### config.mk
export PLATFORM = sky130hd
export DESIGN_NAME = dac_regbank
export DESIGN_NICKNAME = d
export VERILOG_FILES = /design/src/rtl/dacbank_pkg.sv /design/src/rtl/dacbank_sync.sv /design/src/rtl/dacbank_decode.sv /design/src/rtl/dacbank_chan.sv /design/src/rtl/dac_regbank.sv
export SDC_FILE = /design/constraint.sdc
export NUM_CORES = 1
export LEC_CHECK = 0
export BUFFER_PORTS_ARGS = -buffer_cell sky130_fd_sc_hd__buf_2
export CAP_MARGIN = 10
export CELL_PAD_IN_SITES_DETAIL_PLACEMENT = 2
export CELL_PAD_IN_SITES_GLOBAL_PLACEMENT = 2
export CORE_MARGIN = 2
export CORE_UTILIZATION = 38
export CTS_CLUSTER_SIZE = 12
export DETAILED_ROUTE_END_ITERATION = 6
export GPL_TIMING_DRIVEN = 1
export PLACE_DENSITY = 0.79
export SLEW_MARGIN = 20
export SYNTH_ARGS = -nofsm -noshare
export SYNTH_HDL_FRONTEND = slang
export SYNTH_HIERARCHICAL = 1
export SYNTH_SLANG_ARGS = --single-unit
### constraint.sdc
create_clock -name clk -period 2.05 [get_ports clk]
set_clock_uncertainty 0.1 [all_clocks]
set_input_delay 0.41 -clock clk [delete_from_list [all_inputs] [get_ports clk]]
set_output_delay 0.41 -clock clk [all_outputs]
set_load 0.005 [all_outputs]
### src/rtl/dacbank_pkg.sv
package dacbank_pkg;
  // mid-scale of an offset-binary code of width w
  function automatic logic [31:0] mid_code(input int w);
    return 32'(1) << (w - 1);
  endfunction
endpackage

### src/rtl/dacbank_sync.sv
module dacbank_sync #(
  parameter int          W       = 8,
  parameter logic [W-1:0] RST_VAL = '0
) (
  input  logic         clk,
  input  logic         rst,
  input  logic [W-1:0] d_i,
  output logic [W-1:0] q_o
);
  logic [W-1:0] stg1_q, stg2_q;

  always_ff @(posedge clk) begin
    if (rst) begin
      stg1_q <= RST_VAL;
      stg2_q <= RST_VAL;
    end else begin
      stg1_q <= d_i;
      stg2_q <= stg1_q;
    end
  end

  assign q_o = stg2_q;
endmodule

### src/rtl/dacbank_decode.sv
module dacbank_decode #(
  parameter int NCH = 8,
  localparam int AW = $clog2(NCH)
) (
  input  logic [AW-1:0]  addr_i,
  input  logic           wr_act_i,
  output logic [NCH-1:0] wr_en_o
);
  always_comb begin
    wr_en_o = '0;
    for (int k = 0; k < NCH; k++)
      if (wr_act_i && (addr_i == AW'(k))) wr_en_o[k] = 1'b1;
  end
endmodule

### src/rtl/dacbank_chan.sv
module dacbank_chan
  import dacbank_pkg::*;
#(
  parameter int DW = 14
) (
  input  logic          clk,
  input  logic          rst,
  input  logic          wr_en_i,
  input  logic          ld_en_i,
  input  logic          clr_i,
  input  logic [DW-1:0] data_i,
  output logic [DW-1:0] code_o,
  output logic          zero_o
);
  localparam logic [DW-1:0] MID = DW'(mid_code(DW));

  logic [DW-1:0] in_q, out_q, code_q;
  logic [DW-1:0] in_nxt, out_nxt;
  logic          zero_q;

  // transparent chain: a write seen in the same cycle as a load reaches out_q
  assign in_nxt  = wr_en_i ? data_i : in_q;
  assign out_nxt = ld_en_i ? in_nxt : out_q;

  always_ff @(posedge clk) begin
    if (rst) begin
      in_q   <= MID;
      out_q  <= MID;
      code_q <= MID;
      zero_q <= 1'b0;
    end else begin
      in_q   <= in_nxt;
      out_q  <= out_nxt;
      code_q <= clr_i ? MID : out_nxt;
      zero_q <= clr_i;
    end
  end

  assign code_o = code_q;
  assign zero_o = zero_q;
endmodule

### src/rtl/dac_regbank.sv
module dac_regbank #(
  parameter int NCH = 8,
  parameter int DW  = 14,
  localparam int AW = $clog2(NCH)
) (
  input  logic              clk,
  input  logic              rst,
  input  logic [DW-1:0]     data_i,
  input  logic [AW-1:0]     addr_i,
  input  logic              cs_n_i,
  input  logic              wr_n_i,
  input  logic              ld_n_i,
  input  logic              clr_n_i,
  output logic [NCH*DW-1:0] code_o,
  output logic [NCH-1:0]    zero_o
);
  localparam int SW = 4 + AW + DW;
  localparam logic [SW-1:0] SYNC_RST = {4'b1111, {(AW + DW){1'b0}}};

  logic [SW-1:0]  raw, synced;
  logic           cs_n_s, wr_n_s, ld_n_s, clr_n_s;
  logic [AW-1:0]  addr_s;
  logic [DW-1:0]  data_s;
  logic [NCH-1:0] wr_en;

  assign raw = {clr_n_i, ld_n_i, wr_n_i, cs_n_i, addr_i, data_i};

  dacbank_sync #(.W(SW), .RST_VAL(SYNC_RST)) u_sync (
    .clk(clk), .rst(rst), .d_i(raw), .q_o(synced)
  );

  assign {clr_n_s, ld_n_s, wr_n_s, cs_n_s, addr_s, data_s} = synced;

  dacbank_decode #(.NCH(NCH)) u_dec (
    .addr_i(addr_s), .wr_act_i(!cs_n_s && !wr_n_s), .wr_en_o(wr_en)
  );

  for (genvar g = 0; g < NCH; g++) begin : g_ch
    dacbank_chan #(.DW(DW)) u_ch (
      .clk    (clk),
      .rst    (rst),
      .wr_en_i(wr_en[g]),
      .ld_en_i(!ld_n_s),
      .clr_i  (!clr_n_s),
      .data_i (data_s),
      .code_o (code_o[g*DW +: DW]),
      .zero_o (zero_o[g])
    );
  end
endmodule

==> out/metrics.cfg <==
[floorplanning]
core-area_um2=32500
die_w_um=186
fp-row-count=66
die_y_um=186
start_util_pct=38.5
ios=143
die_area_um2=34400

[pwr]
combinationalPowerShare_pct=5.2
p_seq_share_pct=51.1
swShare_pct=22.5
p_sw_mw=3.47
p_int_mw=11.9
p_leak_nw=5.60
vdd_drop_max_mv=0.631
cellPowerDensity_nw_per_um2=1020
clkPwrFrac_pct=43.8

[timing]
tightest_slew_ns=0.706
slew_violations=0
setup_viol=0
finalCriticalPeriod_ns=1.99
fin_tns_setup_ns=0
rsz0062_at_grt=no
fin_crit_sh_pct=96.9
fmaxAchievable_mhz=503
hold_viol=0
fin_ws_ns=0.0634
holdWs_ns=0.0123
slew_headroom_pct=52.9

[job]
cap_viol_max_count=0

[clocking]
cts.sinks=386
cts_root_buf=clkbuf_16
htree_levels=2
postCtsSetupBuffers=0
cts_tree=built
clock_latency_ns=0.52
holdBufCountCts=7
numCtsBuffers=40
clock_path_buffers=3
cts.repair.resized=0
cts.clk_slew.worst_paths_ns=0.06

[finish]
area_growth_pct=20.2
n_antenna_cell=0
final_nets=1307
drive_gt1_share_pct=19.7

[worst_setup_path]
path_buf_inv=2
cp.arrival_ns=2.24
endpoint_kind=flip-flop
path_class=flip-flop to flip-flop
slowest_delay_ns=0.57
start_kind=flip-flop
slowest_stage=a211oi_1
cp.required_ns=2.30
r2r_cells=6
r2r_setup_slack_ns=0.06
critPathMaxFanout=14
crit_cells=6
crit_family=compound AO/OA/AOI/OAI gates
reg2reg_to=g_ch[2].u_ch/code_o[10]
regToRegStartpoint=u_sync/q_o[18]
worstPathCellList=nor2_1, buf_4, and4bb_2, buf_12, mux2i_1, a211oi_1

[worst_hold_path]
hold_depth=2
hold_path.class=input port to flip-flop
worstHoldEndpoint=u_sync/stg1_q[3]
holdCritStartpoint=data_i[3]

[global_routing]
grt_pass1_vias=9507
grt_usage_pct=20.4
grt_max_degree=63
grt-ovfl-total=0
grt_first_pass_wirelength_um=54200
antenna_found_initial=0

[logic_synthesis]
netlist_area_um2=12500
synth_edf_count=0
syn_avg_cell_area_um2=11.1
seq_area_frac_synth_pct=61.7
synthArstFlopShare_pct=0
syn_nets=1154
yosys_warnings=6
synth.distinct_cells=19
ys_top_cells_by_area=dfxtp_1 (62%), a211oi_1 (12%), mux2i_1 (8.9%)
synth_top_cell_area_share_pct=61.7
synth_most_common_cell=dfxtp_1
ys.flop_type=dfxtp_1
synth_common_cells=dfxtp_1 (386), nor2_1 (217), a211oi_1 (208), mux2i_1 (112), nor2b_1 (42)
ys_ff_latch=386
synth_cells=1131
synth_top_area_cell=dfxtp_1

[place]
gp_congestion=0.708
detailed_place_hpwl_um=22300
portBuffers=142
dp_slack_ns=0.0912

[route]
wl_per_cell_um=20.3
ant_nets=0
drtPass1Iterations=4
drt_iter0_drc=429
vias=8935
drt-total-wl_um=35500
drc=0
routed_via_density=5.11

[status]
status=finished, final reports clean

-- kinds of logic after synthesis --
kind of cell	synth area share [%]
muxes	8.95
DFF	61.7
AOI/OAI and AO/OA	13.3
and+or+nand+nor	11.1
buffers and inverters	4.98
-- sequential cells by signal (all words and copies together) (netlist names) --
name and cells:
g_ch.u_ch/code_o 112, u_sync/stg1_q 21, g_ch.u_ch/out_q 112, g_ch.u_ch/in_q 112
g_ch.u_ch/zero_o 8, u_sync/q_o 21
-- worst max-delay path by stage --
stage / slack [ns] / startpoint / to
2_1_floorplan: 0.43 / u_sync/q_o[18] / g_ch[0].u_ch/code_o[13]
3_3_place_gp: 0.25 / rst / g_ch[1].u_ch/code_o[4]
3_5_place_dp: 0.09 / rst / g_ch[2].u_ch/code_o[10]
4_1_cts: 0.07 / u_sync/q_o[18] / g_ch[2].u_ch/code_o[10]
5_1_grt: 0.01 / u_sync/q_o[18] / g_ch[2].u_ch/code_o[10]
6_report: 0.06 / u_sync/q_o[18] / g_ch[2].u_ch/code_o[10]
-- per-stage QoR --
stage	cell area (um^2)	std cells	total power, mW	util [%]
3_5_place_dp	13800	1677	8.80	42.4
4_1_cts	15100	1749	15.6	46.3
3_3_place_gp	13800	1677	8.75	42.4
2_1_floorplan	12500	1131	8.41	-
5_1_grt	15100	1749	16.0	46.3
6_report	15100	1749	15.4	46.3
-- power by group through the flow --
stage	registers (mW)	clock network, mW	logic [mW]
after floorplan	7.98	0	0.428
after global placement	8.01	0	0.742
after detailed placement	8.02	0	0.788
after CTS	7.86	6.91	0.809
after global routing	7.87	7.22	0.882
final	7.85	6.73	0.798
-- layout make-up --
cell class / count / area, um^2
Clock buffer: 60 / 1160
Clock inverter: 5 / 32.5
Fill cell: 3386 / 17500
Inverter: 10 / 45.0
Multi-Input combinational cell: 643 / 4190
Sequential cell: 386 / 7730
Tap cell: 442 / 553
Timing Repair Buffer: 203 / 1360
-- metal layers --
layer,wire [um],global-route usage [%],vias to the layer above
li1,-,-,4272
met1,15900,25.9,4484
met2,17900,36.9,139
met3,1170,2.86,40
met4,551,4.35,0
met5,0,0,-
-- cells in the final DEF (no fill, tap or decap) --
cell type,netlist,final
inv_6,0,2
nor4b_4,0,1
clkbuf_1,40,13
mux2i_1,112,112
buf_2,35,141
a31oi_1,16,16
or2_1,16,16
inv_1,10,9
inv_8,0,1
clkinv_2,0,3
nor3_1,8,8
nor2b_1,42,42
nor2_1,217,217
nand2_1,8,8
and4bb_2,3,3
a211oi_1,208,208
dlygate4sd3_1,0,7
and4_2,1,1
clkbuf_16,0,41
buf_12,8,13
nor4_1,8,8
clkbuf_8,0,7
buf_4,0,41
and4b_2,3,3
dfxtp_1,386,386
Note: power is estimated with default switching activity, not from simulation.
